--- config.mk ---
export PLATFORM = sky130hd
export DESIGN_NAME = ipt_walker
export DESIGN_NICKNAME = d
export VERILOG_FILES = /design/src/rtl/ipt_pkg.sv /design/src/rtl/ipt_hash.sv /design/src/rtl/ipt_ram.sv /design/src/rtl/ipt_walker.sv
export SDC_FILE = /design/constraint.sdc
export NUM_CORES = 1
export LEC_CHECK = 0
export BUFFER_PORTS_ARGS = -buffer_cell sky130_fd_sc_hd__buf_2
export CAP_MARGIN = 30
export CORE_ASPECT_RATIO = 0.7
export CORE_MARGIN = 4
export CORE_UTILIZATION = 61
export CTS_CLUSTER_SIZE = 14
export DETAILED_ROUTE_END_ITERATION = 8
export GPL_TIMING_DRIVEN = 0
export HOLD_SLACK_MARGIN = 0.06
export PLACE_DENSITY = 0.79
export SYNTH_ARGS = -nofsm -noshare
export SYNTH_HDL_FRONTEND = slang
export SYNTH_SLANG_ARGS = --single-unit
--- constraint.sdc ---
create_clock -name clk -period 5 [get_ports clk]
set_clock_uncertainty 0.2 [all_clocks]
set_input_delay 0.5 -clock clk [delete_from_list [all_inputs] [get_ports clk]]
set_output_delay 0.5 -clock clk [all_outputs]
set_load 0.05 [all_outputs]
--- src/rtl/ipt_pkg.sv ---
package ipt_pkg;

  typedef enum logic [1:0] {
    ST_IDLE = 2'd0,
    ST_ANCH = 2'd1,
    ST_WALK = 2'd2
  } walk_state_e;

endpackage

--- src/rtl/ipt_hash.sv ---
module ipt_hash #(
  parameter int PID_W = 4,
  parameter int IDX_W = 4
) (
  input  logic [IDX_W-1:0] page_lo,
  input  logic [PID_W-1:0] pid,
  output logic [IDX_W-1:0] slot
);

  logic [IDX_W-1:0] pid_fit;

  generate
    if (PID_W >= IDX_W) begin : g_trunc
      assign pid_fit = pid[IDX_W-1:0];
    end else begin : g_ext
      assign pid_fit = {{(IDX_W-PID_W){1'b0}}, pid};
    end
  endgenerate

  assign slot = page_lo ^ pid_fit;

endmodule

--- src/rtl/ipt_ram.sv ---
module ipt_ram #(
  parameter int DATA_W = 8,
  parameter int ADDR_W = 4
) (
  input  logic              clk,
  input  logic              we,
  input  logic [ADDR_W-1:0] waddr,
  input  logic [DATA_W-1:0] wdata,
  input  logic              re,
  input  logic [ADDR_W-1:0] raddr,
  output logic [DATA_W-1:0] rdata
);

  localparam int DEPTH = 1 << ADDR_W;

  logic [DATA_W-1:0] mem [DEPTH];

  always_ff @(posedge clk) begin
    if (we) begin
      mem[waddr] <= wdata;
    end
    if (re) begin
      rdata <= mem[raddr];
    end
  end

endmodule

--- src/rtl/ipt_walker.sv ---
module ipt_walker
  import ipt_pkg::*;
#(
  parameter int VPN_W = 12,
  parameter int OFF_W = 8,
  parameter int PID_W = 4,
  parameter int IDX_W = 4
) (
  input  logic                     clk,
  input  logic                     rst,
  input  logic                     req_valid,
  output logic                     req_ready,
  input  logic [PID_W-1:0]         req_pid,
  input  logic [VPN_W+OFF_W-1:0]   req_vaddr,
  output logic                     rsp_valid,
  output logic                     rsp_hit,
  output logic                     rsp_fault,
  output logic [IDX_W+OFF_W-1:0]   rsp_paddr,
  input  logic                     wr_en,
  input  logic                     wr_sel,
  input  logic [IDX_W-1:0]         wr_idx,
  input  logic                     wr_vld,
  input  logic [PID_W-1:0]         wr_pid,
  input  logic [VPN_W-1:0]         wr_vpn,
  input  logic [IDX_W:0]           wr_nxt
);

  localparam int NFR   = 1 << IDX_W;
  localparam int NXT_W = IDX_W + 1;
  localparam int VA_W  = VPN_W + OFF_W;
  localparam int ENT_W = 1 + PID_W + VPN_W + NXT_W;
  localparam int CNT_W = $clog2(NFR + 1);
  localparam logic [NXT_W-1:0] END_PTR  = '1;
  localparam logic [CNT_W-1:0] LAST_CNT = CNT_W'(NFR - 1);

  typedef struct packed {
    logic             vld;
    logic [PID_W-1:0] pid;
    logic [VPN_W-1:0] vpn;
    logic [NXT_W-1:0] nxt;
  } ent_t;

  walk_state_e      state;
  logic [PID_W-1:0] pid_q;
  logic [VPN_W-1:0] vpn_q;
  logic [OFF_W-1:0] off_q;
  logic [IDX_W-1:0] cur_idx;
  logic [CNT_W-1:0] visit_cnt;

  logic             idle;
  logic             accept;
  logic             wr_ok;
  logic [IDX_W-1:0] slot;
  logic [NXT_W-1:0] anc_q;
  logic [ENT_W-1:0] tbl_raw;
  ent_t             ent;
  ent_t             wr_ent;
  logic             tbl_re;
  logic [IDX_W-1:0] tbl_ra;
  logic             tag_hit;
  logic             chain_end;
  logic             at_limit;
  logic             anc_empty;

  assign idle      = (state == ST_IDLE);
  assign req_ready = idle && !wr_en;
  assign accept    = req_valid && req_ready;
  assign wr_ok     = wr_en && idle;

  ipt_hash #(
    .PID_W (PID_W),
    .IDX_W (IDX_W)
  ) hash_i (
    .page_lo (req_vaddr[OFF_W +: IDX_W]),
    .pid     (req_pid),
    .slot    (slot)
  );

  ipt_ram #(
    .DATA_W (NXT_W),
    .ADDR_W (IDX_W)
  ) anchor_ram_i (
    .clk   (clk),
    .we    (wr_ok && wr_sel),
    .waddr (wr_idx),
    .wdata (wr_nxt),
    .re    (accept),
    .raddr (slot),
    .rdata (anc_q)
  );

  always_comb begin
    wr_ent.vld = wr_vld;
    wr_ent.pid = wr_pid;
    wr_ent.vpn = wr_vpn;
    wr_ent.nxt = wr_nxt;
  end

  ipt_ram #(
    .DATA_W (ENT_W),
    .ADDR_W (IDX_W)
  ) frame_ram_i (
    .clk   (clk),
    .we    (wr_ok && !wr_sel),
    .waddr (wr_idx),
    .wdata (wr_ent),
    .re    (tbl_re),
    .raddr (tbl_ra),
    .rdata (tbl_raw)
  );

  assign ent       = ent_t'(tbl_raw);
  assign tag_hit   = ent.vld && (ent.pid == pid_q) && (ent.vpn == vpn_q);
  assign chain_end = (ent.nxt == END_PTR);
  assign at_limit  = (visit_cnt == LAST_CNT);
  assign anc_empty = (anc_q == END_PTR);

  // next table read: first link from the anchor, later links from the entry
  always_comb begin
    tbl_re = 1'b0;
    tbl_ra = ent.nxt[IDX_W-1:0];
    case (state)
      ST_ANCH: begin
        tbl_re = !anc_empty;
        tbl_ra = anc_q[IDX_W-1:0];
      end
      ST_WALK: begin
        tbl_re = !tag_hit && !chain_end && !at_limit;
      end
      default: ;
    endcase
  end

  always_ff @(posedge clk) begin
    if (rst) begin
      state     <= ST_IDLE;
      pid_q     <= '0;
      vpn_q     <= '0;
      off_q     <= '0;
      cur_idx   <= '0;
      visit_cnt <= '0;
      rsp_valid <= 1'b0;
      rsp_hit   <= 1'b0;
      rsp_fault <= 1'b0;
      rsp_paddr <= '0;
    end else begin
      rsp_valid <= 1'b0;
      case (state)
        ST_IDLE: begin
          if (accept) begin
            pid_q <= req_pid;
            vpn_q <= req_vaddr[VA_W-1:OFF_W];
            off_q <= req_vaddr[OFF_W-1:0];
            state <= ST_ANCH;
          end
        end
        ST_ANCH: begin
          if (anc_empty) begin
            rsp_valid <= 1'b1;
            rsp_hit   <= 1'b0;
            rsp_fault <= 1'b1;
            rsp_paddr <= '0;
            state     <= ST_IDLE;
          end else begin
            cur_idx   <= anc_q[IDX_W-1:0];
            visit_cnt <= '0;
            state     <= ST_WALK;
          end
        end
        ST_WALK: begin
          if (tag_hit) begin
            rsp_valid <= 1'b1;
            rsp_hit   <= 1'b1;
            rsp_fault <= 1'b0;
            rsp_paddr <= {cur_idx, off_q};
            state     <= ST_IDLE;
          end else if (chain_end || at_limit) begin
            rsp_valid <= 1'b1;
            rsp_hit   <= 1'b0;
            rsp_fault <= 1'b1;
            rsp_paddr <= '0;
            state     <= ST_IDLE;
          end else begin
            cur_idx   <= ent.nxt[IDX_W-1:0];
            visit_cnt <= visit_cnt + 1'b1;
          end
        end
        default: state <= ST_IDLE;
      endcase
    end
  end

  // a response is exactly one of hit or fault
  p_hit_xor_fault_r3: assert property (@(posedge clk) disable iff (rst)
    rsp_valid |-> (rsp_hit ^ rsp_fault));

  // a hit keeps the request offset
  p_offset_kept_r3: assert property (@(posedge clk) disable iff (rst)
    (rsp_valid && rsp_hit) |-> (rsp_paddr[OFF_W-1:0] == off_q));

  // an accepted request makes the walker busy
  p_busy_after_accept_r9: assert property (@(posedge clk) disable iff (rst)
    accept |=> !req_ready);

  // response is a single-cycle pulse
  p_rsp_pulse_r9: assert property (@(posedge clk) disable iff (rst)
    rsp_valid |=> !rsp_valid);

  // the walk never visits more entries than there are frames
  p_visit_bound_r8: assert property (@(posedge clk) disable iff (rst)
    (state == ST_WALK) |-> (visit_cnt < CNT_W'(NFR)));

endmodule

* Yosys cells after proc, flatten, opt, wreduce, memory -nomap -nowiden
Memories as Yosys holds them, arrays and structs flattened. A register that Yosys moved wholly into a read port is not among the register bits.
Index checks and enable logic that the tools add are counted.
** Word-level totals
- Register bits after elaboration :: 50
- Bits in latches :: 0
- Memory bits (writable) :: 432
- Memory bits (read-only) :: 0
- Input port bits :: 55
- Output and inout bits :: 16
- Logic and storage cells :: 84
- Memories :: 2
** Operators by class
- Add/subtract/negate cells :: 1
- Multiply operators :: 0
- Div/mod/pow operators :: 0
- $lt $le $gt $ge :: 0
- Equality and inequality tests :: 13
- Shifts and indexed selects :: 0
- Multiplexer cells :: 35
- Bitwise operators :: 1
- Reduce and logical (&&, ||, !) cells :: 22
** Memories
- frame_ram_i.mem :: words 16, width 22, rd ports 1, clocked after Yosys merged registers in 1, write ports 1, line ipt_ram.sv:16 : logic [DATA_W-1:0] mem [DEPTH];
- anchor_ram_i.mem :: words 16, width 5, rd ports 1, clocked after Yosys merged registers in 1, write ports 1, line ipt_ram.sv:16
** Operators with widths (count)
- $mux 12 :: 3
- $pmux 12 s2 :: 1
- $mux 4 :: 4
- $mux 5 :: 3
- $mux 1 :: 13
- $eq 12x12->1 :: 1
- $eq 5x5->1 const B :: 2
- $pmux 5 s2 :: 1
- $logic_and 1x1->1 :: 9
- $mux 2 :: 4
- $ne 2x2->1 const B :: 4
- $pmux 1 s2 :: 4
- $pmux 4 s2 :: 1
- $logic_not 1->1 :: 6
- $pmux 2 s3 :: 1
- $add 5x1->5 const B :: 1
- $eq 5x4->1 const B :: 1
- $eq 4x4->1 :: 1
- $reduce_and 2->1 :: 2
- $reduce_and 4->1 :: 1
- $xor 4x4->4 :: 1
- $ne 3x3->1 const B :: 1
- $reduce_and 3->1 :: 1
- $eq 2x1->1 const B :: 1
- 5 further kinds :: 5

* Longest topological paths before layout
Gate-level depths: netlist of the first run.
- Word-level depth :: 7
- Mapped depth :: 9
- Depth with buffers taken out :: 8

* By module
A second synthesis of the first run with hierarchy kept.
** Unflattened totals
- Cell total of the unflattened synthesis :: 1011
- Area, all modules :: 19728.9 um2
** By module, submodules not included
- ipt_ram (frame_ram_i) :: times used 1, cells an instance 583, area each 14042.2 um2, seq. area each 11230.8 um2
- ipt_ram (anchor_ram_i) :: times used 1, cells an instance 155, area each 3263.1 um2, seq. area each 2552.4 um2
- ipt_walker :: times used 1, cells an instance 269, area each 2388.5 um2, seq. area each 1001.0 um2
- ipt_hash :: times used 1, cells an instance 4, area each 35.0 um2, seq. area each 0.0 um2

* Worst setup path after synthesis of the first run
Ideal clock, no wire load.
- Path kind :: register to register
- Start point :: register visit_cnt[0]
- End point :: register frame_ram_i.rdata[0], read port of frame_ram_i.mem (enable)
- Setup time :: 0.435 ns
- Arrival :: 3.198 ns
- Required time :: 4.365 ns
- Slack :: 1.167 ns
- Stages on the path, launching flop included :: 9
- Buffers on the path :: 1
- Period minus slack after synthesis :: 3.833 ns
- Path through :: dfxtp_1 -> ha_1 -> and3_1 -> ha_1 -> a31oi_1 -> and2_1 -> o21ai_1 -> buf_2 -> a21boi_0
** On the way
- Word-level cells in the longest chain between the ends :: 4
** RTL lines
- from (decl) :: line ipt_walker.sv:48 : logic [CNT_W-1:0] visit_cnt;
- from (signal assigned) :: line ipt_walker.sv:185 : visit_cnt <= visit_cnt + 1'b1;
- $eq 5x4->1 :: line ipt_walker.sv:115 : assign at_limit = (visit_cnt == LAST_CNT);
- $logic_not 1->1 :: line ipt_walker.sv:128 : tbl_re = !tag_hit && !chain_end && !at_limit;
- $logic_and 1x1->1 :: line ipt_walker.sv:128
- $pmux 1 s2 :: line ipt_walker.sv:122 : case (state)
- net frame_ram_i.re :: line ipt_ram.sv:9 : input logic re,
- to (decl) :: line ipt_ram.sv:11 : output logic [DATA_W-1:0] rdata
The timed path passes the listed nets, and every way through them passes these cells.
A chain may end at the register's enable or synchronous reset.

* Worst setup path in the final report of the first run
- Start point :: register state[1]
- End point :: register frame_ram_i.rdata[6], read port of frame_ram_i.mem, data pin
** On the way
- Word-level cells in the longest chain between the ends :: 2
- Elaborated cells between the ends (all ways) :: 4
- Classes of those cells :: eq/ne (2); mux (2)
** RTL lines
- from (decl) :: line ipt_walker.sv:43 : walk_state_e state;
- from (signal assigned) :: line ipt_walker.sv:136 : state <= ST_IDLE;
- from (signal assigned) :: line ipt_walker.sv:154 : state <= ST_ANCH;
- from (signal assigned) :: line ipt_walker.sv:163 : state <= ST_IDLE;
- $eq 2x2->1 or $eq 2x1->1 (tied branches) :: line ipt_walker.sv:122
- $pmux 1 s2 or $mux 4 (tied branches) :: line ipt_walker.sv:122
Several ways; a longest one is shown, not always the timed one.

==> flow_summary.rst, run 1 <==
.. list-table::
   :header-rows: 1

   * - Metric
     - Value
   * - Total overflow reported by the global router
     - 0
   * - Top FF cell, synth
     - edfxtp_1
   * - Type of destination of the critical path
     - flip-flop
   * - Slew of the pin with the lowest slew margin
     - between 0.9 and 1 ns
   * - Slew Viols, Final
     - 0
   * - Top layer used by detailed routing
     - met5
   * - Register-to-register path setup slack
     - between 1 and 1.5 ns
   * - Number of hold-slack violations in the final timing report
     - 0
   * - Post-synth top area cell
     - edfxtp_1
   * - Largest net degree at the start of global routing
     - 33
   * - Cell with the largest stage delay on the worst path
     - mux2i_1
   * - Achievable Freq
     - 282 MHz
   * - Synthesized net count
     - 1,114
   * - Type of origin of the critical path
     - flip-flop
   * - Final setup violation count
     - 0
   * - Post-layout total power
     - 8.71 mW
   * - Area fraction of the dominant cell type after synthesis
     - 69.6%
   * - Total number of H-tree levels
     - 2
   * - Number of remaining DRC errors
     - 0
   * - Vias per Instance
     - 6.36
   * - Skew-Pair Late Insertion Delay
     - 0.56 ns
   * - Top cells by area, synth
     - edfxtp_1 70%, mux4_2 12%, dfxtp_1 5.1%
   * - RSZ-0062 raised after global routing
     - no
   * - Number of buffers added by the clock tree synthesis step
     - 46
   * - Sinks on the clock net
     - 509
   * - Pwr Density
     - 385 mW/mm^2
   * - Required time reported for the critical path endpoint
     - between 5 and 6 ns
   * - Starting Density
     - 62.8%
   * - Synthesis-to-finish area growth
     - 14.3%
   * - Cell breakdown of the critical path
     - inv_1 > ha_1 > buf_6 > mux2i_1 > clkbuf_1 > a211oi_2 > a31oi_1
   * - Final Net Count
     - approximately 1,300
   * - Crit share post-route
     - 71.0%
   * - Syn Area/Cell
     - 18.8 um^2
   * - FF+latch count, synth
     - 509
   * - Overall routing resource usage
     - approximately a quarter
   * - Largest delay share family, worst path
     - buffers and inverters
   * - Post-detailed-placement half-perimeter wirelength
     - around 28,000 um
   * - Arrival time worst endpoint
     - 3.62 ns
   * - Number of antenna violations at the first check in global routing
     - 4
   * - Horizontal extent of the die
     - 223 um
   * - Average routed wire per standard cell
     - 26.4 um
   * - Slew Limit Headroom
     - 31.6%
   * - Fillers
     - 1,816
   * - Root buffer selected by CTS
     - clkbuf_16
   * - Met1 layer wirelength in the final routing
     - 18,000 um
   * - Distinct cells, synth
     - 48
   * - Iteration-0 DRC Markers
     - 1,290
   * - Start-to-end type of the worst setup path
     - reg2reg
   * - Leakage dissipation
     - 7.32 nW
   * - Total iterations of the first detailed-routing run
     - 6
   * - Aggregate negative setup slack
     - 0 ns
   * - I/O pin count
     - 71
   * - Synth warnings
     - 0
   * - ANT nets after route
     - 0
   * - Routed met3 length
     - 4870 um
   * - Wire length reported by the detailed router
     - 43,800 um
   * - Global-route wire length before repair
     - 67,500 um
   * - CTS tree
     - built
   * - Biggest cell delay along the critical path
     - 0.84 ns
   * - Placeable Area
     - around 0.032 mm^2
   * - CTS clk-pin slew, worst paths
     - about 0.06 ns
   * - Standard-cell row count
     - 54
   * - Fraction of registers with async set/reset
     - 0%
   * - Worst Hold Class
     - in2reg
   * - Setup Fix Bufs, Post-CTS
     - 0
   * - Critical path peak fanout
     - 10
   * - Count of antenna diodes in the layout
     - 0
   * - Maximum buffer depth of the clock tree
     - 3
   * - Synthesized instance count
     - 1,054
   * - Count of flip-flops with a built-in enable after synthesis
     - 459
   * - I/O Buffers
     - 66
   * - Max cap viols
     - 0
   * - Chip Height
     - 159 um
   * - Worst ir drop on vdd
     - 0.000395 V
   * - Routed vias
     - 10,533
   * - Fraction of the yosys area taken by sequential cells
     - 74.6%
   * - Result of the run
     - complete, no violations
   * - Area of the mapped netlist
     - 0.0198 mm^2
   * - Buffers & Inverters on Critical Path
     - 3
   * - Die ar.
     - 0.0355 mm^2
   * - GPL Wtd Cong
     - 0.859
   * - Via count of the first global-routing pass
     - 10,866
   * - Share of cells above drive strength 1
     - 25.1%
   * - Routed length on met2
     - just under 20,000 um
   * - Crit path time final
     - 3.55 ns
-- worst paths after layout --
path | startpoint | to | cells past startpoint
max | state[1] | frame_ram_i.rdata[6] | 7
min | wr_vld | frame_ram_i.mem[0][21] | 1
min reg2reg | off_q[5] | off_q[5] | 2
max reg2reg | state[1] | frame_ram_i.rdata[6] | 7
-- cell usage in the layout, fill, tap and decap left out, drive strengths merged, types with 6 or more instances in the layout --
| cell type | instances |
|---|---|
| edfxtp | 459 |
| nand2 | 109 |
| mux4 | 108 |
| buf | 103 |
| clkbuf | 89 |
| dfxtp | 50 |
| a21oi | 40 |
| nor2 | 32 |
| a211oi | 31 |
| a31oi | 26 |
| and2 | 25 |
| dlygate4sd3 | 24 |
| xor2 | 18 |
| clkinv | 18 |
| mux2i | 13 |
| nor3 | 13 |
| a22o | 12 |
| nand3 | 10 |
| nor2b | 7 |
| nand2b | 6 |
-- metrics by stage --
stage	hold WS [ns]	utilization, %	setup WS, ns	cell area [um^2]	instances
2_1_floorplan	0.236	-	1.17	19800	1054
3_3_place_gp	0.241	65.5	0.0998	20700	1540
3_5_place_dp	0.247	66.5	1.59	21000	1553
4_1_cts	0.100	71.7	1.57	22600	1657
5_1_grt	0.121	71.7	1.33	22600	1657
6_report	0.123	71.7	1.45	22600	1657
-- layout make-up --
class / instances / area [um^2] / area share [%]
timing repair buffer: 103 / 793 / 3.51
buffer: 53 / 302 / 1.33
tap: 420 / 526 / 2.32
sequential: 509 / 14800 / 65.3
inverter: 5 / 18.8 / 0.0829
multi-input combinational: 487 / 4800 / 21.2
clock buffer: 60 / 1300 / 5.73
clock inverter: 20 / 114 / 0.503
-- synthesized netlist by cell type (11+ instances only) --
| cell type | number |
|---|---|
| nor3_1 | 12 |
| nor2_1 | 32 |
| dfxtp_1 | 50 |
| a21oi_1 | 40 |
| a22o_1 | 12 |
| mux2i_1 | 11 |
| nand2_1 | 109 |
| xor2_1 | 18 |
| a31oi_1 | 26 |
| a211oi_2 | 18 |
| a211oi_1 | 13 |
| and2_1 | 24 |
| edfxtp_1 | 459 |
| mux4_2 | 108 |
| clkbuf_1 | 29 |
-- where the power goes --
part	switching [mW]	internal [mW]	total (mW)
Sequential	0.0233	4.69	4.72
Clock	1.46	1.87	3.33
Combinational	0.402	0.258	0.660
-- state kept, by name (all words and copies together), names as in the netlist, 2 cells and up --
| name | flops |
|---|---|
| state | 2 |
| vpn_q | 12 |
| anchor_ram_i.rdata | 5 |
| off_q | 8 |
| cur_idx | 4 |
| anchor_ram_i.mem | 80 |
| frame_ram_i.mem | 352 |
| pid_q | 4 |
| visit_cnt | 5 |
| frame_ram_i.rdata | 22 |
| rsp_paddr | 12 |
-- kinds of logic (layout without fill, tap and decap cells) --
logic type,after synthesis,after routing,synth area share [%]
DFF,509,509,74.6
xor gates and xnor gates,20,20,0.884
buffers and inverters,58,241,1.62
muxes,122,122,13.1
and+or+nand+nor,218,218,5.00
AOI/OAI and AO/OA,122,122,4.46
adders and majority gates,5,5,0.316
-- timing repair --
action | 4_1_cts | 5_1_grt
resized for setup | 0 | 0
hold endpoints to repair | 24 | 0
hold buffers | 24 | 0
-- metal layers --
metal	GRT usage, %	vias to the layer above
li1	-	4520
met1	38.3	5332
met2	37.1	604
met3	6.74	73
met4	6.44	4
met5	0	-
-- worst reg2reg max path: cells and delay by family (launching register included) --
kind            cells  cell delay, ns
mux                 1            0.84
buf+inv             3            1.04
fa+ha+maj           1            0.17
compound gates      2            0.70
flops               1            0.31
Power figures use the tool's default switching activity.
==> run 2, diff against run 1 <==
- CORE_UTILIZATION: 61 -> 55
- PLACE_DENSITY: 0.79 -> 0.75
- clock period: 5 -> 2.9 ns (I/O delays scaled with it)
==> flow_summary.rst, run 2 (same netlist as run 1, synthesis figures left out) <==
.. list-table::
   :header-rows: 1

   * - Metric
     - Value
   * - Slew Viols, Final
     - 0 (unchanged)
   * - ANT nets after route
     - 0 (unchanged)
   * - Most used cells in the layout excluding fill and tap cells
     - 459 x edfxtp_1, 108 x mux4_2, 105 x nand2_1
   * - Critical path launch point
     - state[1]
   * - Share of cells above drive strength 1
     - 30.1% (+5.1 points)
   * - Cell depth of the worst hold path
     - 1 (unchanged)
   * - Number of remaining DRC errors
     - 0 (unchanged)
   * - Placeable Area
     - 0.0351 mm^2 (+11%)
   * - Startpoint of the lowest-slack register-to-register path
     - state[1]
   * - Pwr Density
     - 633 mW/mm^2 (+65%)
   * - Post-detailed-placement half-perimeter wirelength
     - 28,000 um (-0.43%)
   * - Achievable Freq
     - 342 MHz (+21%)
   * - Overall routing resource usage
     - 22.9% (-2.2 points)
   * - Die ar.
     - 0.0392 mm^2 (+10%)
   * - I/O Buffers
     - 66 (unchanged)
   * - CTS clk-pin slew, worst paths
     - 0.07 ns (about the same)
   * - Largest Register
     - frame_ram_i.mem
   * - Cell breakdown of the critical path
     - inv_2 > ha_2 > buf_6 > mux2i_4 > buf_12 > clkbuf_16 > mux4_2 > and2_4 > a211oi_4 > a31oi_4
   * - Post-route setup slack
     - -0.0253 ns (-1.48 ns)
   * - Total number of H-tree levels
     - 2 (unchanged)
   * - Result of the run
     - finished with violations
   * - Violations in the final reports
     - setup timing
   * - Slew Limit Headroom
     - 37.0% (+5.3 points)
   * - Worst Hold Class
     - in2reg
   * - Final standard cell area without fillers
     - 0.0237 mm^2 (+4.8%)
   * - Count of antenna diodes in the layout
     - 0 (unchanged)
   * - Instance area after placement
     - 0.0211 mm^2 (+0.42%)
   * - Routed vias
     - 10,868 (+3.2%)
   * - Synthesis-to-finish area growth
     - 19.7%
   * - CTS tree
     - built
   * - Largest net degree at the start of global routing
     - 33 (unchanged)
   * - Cell count of the worst reg-to-reg path
     - 10 (+3)
   * - Horizontal extent of the die
     - 235 um (+5.1%)
   * - Biggest cell delay along the critical path
     - 0.52 ns (-0.32 ns)
   * - Final Net Count
     - 1,314 (+3.9%)
   * - Number of buffers added by the clock tree synthesis step
     - 45 (-2.2%)
   * - Skew-Pair Late Insertion Delay
     - 0.57 ns (about the same)
   * - Final setup violation count
     - 6 (+6)
   * - Final standard cell utilization of the core
     - 67.6% (-4.1 points)
   * - Number of hold-slack violations in the final timing report
     - 0 (unchanged)
   * - Via count of the first global-routing pass
     - 10,770 (-0.88%)
   * - Crit path time final
     - 2.93 ns (-0.624 ns)
   * - Leakage dissipation
     - 7.73 nW (+5.6%)
   * - Critical path peak fanout
     - 5 (-5)
   * - Type of origin of the critical path
     - flip-flop
   * - Vias per Instance
     - 6.19 (-2.6%)
   * - Crit share post-route
     - 101% (+30 points)
   * - Root buffer selected by CTS
     - clkbuf_16
   * - Slew of the pin with the lowest slew margin
     - 0.943 ns (-0.0538 ns)
   * - Cell with the largest stage delay on the worst path
     - mux4_2
   * - Standard-cell row count
     - 57 (+5.6%)
   * - Arrival time worst endpoint
     - 2.98 ns (-0.64 ns)
   * - I/O pin count
     - 71 (unchanged)
   * - Wire length reported by the detailed router
     - 47,000 um (+7.4%)
   * - Number of flip-flops under the largest register name
     - 352 (unchanged)
   * - Number of antenna violations at the first check in global routing
     - 2 (-2)
   * - Average routed wire per standard cell
     - 26.8 um (+1.3%)
   * - Worst hold path startpoint
     - wr_nxt[4]
   * - Largest regs
     - frame_ram_i.mem x352, anchor_ram_i.mem x80, frame_ram_i.rdata x22
   * - Worst ir drop on vdd
     - 0.000516 V (+31%)
   * - Iteration-0 DRC Markers
     - 1,656 (+28%)
   * - RSZ-0062 raised after global routing
     - yes
   * - Starting Density
     - 56.4% (-6.3 points)
   * - Leading cell type in the layout, fill and taps excluded
     - edfxtp_1
   * - GPL Wtd Cong
     - 0.853 (-0.71%)
   * - Start-to-end type of the worst setup path
     - reg2reg
   * - Chip Height
     - 167 um (+5.0%)
   * - Type of destination of the critical path
     - flip-flop
   * - Sinks on the clock net
     - 509 (unchanged)
   * - Global-route wire length before repair
     - 68,200 um (+1.1%)
   * - Max cap viols
     - 0 (unchanged)
   * - Total iterations of the first detailed-routing run
     - 6 (unchanged)
   * - Required time reported for the critical path endpoint
     - 2.96 ns (-2.11 ns)
   * - Min Hold Slack
     - 0.0865 ns (-0.0365 ns)
   * - Maximum buffer depth of the clock tree
     - 3 (unchanged)
   * - Total overflow reported by the global router
     - 0 (unchanged)
run 2: routing by layer:
metal  share of wire (%)  up-vias  GRT usage [%]
met1                  41     5568           35.4
met4                 1.8        2           4.93
li1                    -     4625              -
met5               0.026        -              0
met3                  11       65           5.37
met2                  46      608           34.2
run 2: worst paths after layout:
path	to	slack [ns]
max	frame_ram_i.rdata[9]	-0.03
min reg2reg	off_q[1]	0.26
min	frame_ram_i.mem[14][4]	0.09
max reg2reg	frame_ram_i.rdata[9]	-0.03
run 2: cell type report:
type | instances | area, um^2
fillers | 2259 | 11400
well taps | 472 | 591
clock buffers | 60 | 1210
multi-input cells | 488 | 5160
flip-flops and latches | 509 | 14800
repair buffers | 152 | 1440
inverters | 5 | 18.8
plain buffers | 53 | 424
clock inverters | 17 | 82.6
run 2: where the power goes:
group          leakage [nW]  switching [mW]  total, mW  internal [mW]
combinational          2.55           0.794       1.40          0.604
clock                 0.638            2.54       5.48           2.93
sequential             4.54          0.0420       8.13           8.09
run 2: metrics by stage:
step           power (mW)  std cells  worst slack, ns  setup TNS [ns]
3_5_place_dp         9.39       1602           -0.506          -11.79
3_3_place_gp         9.35       1592            -1.02         -279.85
6_report             15.0       1756          -0.0253         -0.0686
4_1_cts              14.9       1730          0.00388               0
2_1_floorplan        8.96       1054            0.120               0
5_1_grt              15.5       1756           -0.101           -1.59
run 2: repair_timing:
| item | 4_1_cts | 5_1_grt |
|---|---|---|
| endpoints found under the setup margin | 58 | 217 |
| hold buffers | 44 | 0 |
| hold endpoints to repair | 310 | 0 |
| setup buffers | 7 | 16 |
| resized for setup | 34 | 75 |
| pin swaps | 8 | 19 |
| gates cloned | 0 | 9 |
run 2: critical path, delay by kind of cell, from the launching register on:
kind / cells / cell delay [ns]
DFF: 1 / 0.33
buffers and inverters: 4 / 0.57
AOI/OAI and AO/OA: 2 / 0.36
muxes: 2 / 0.79
and+or+nand+nor: 1 / 0.19
adders and majority gates: 1 / 0.18
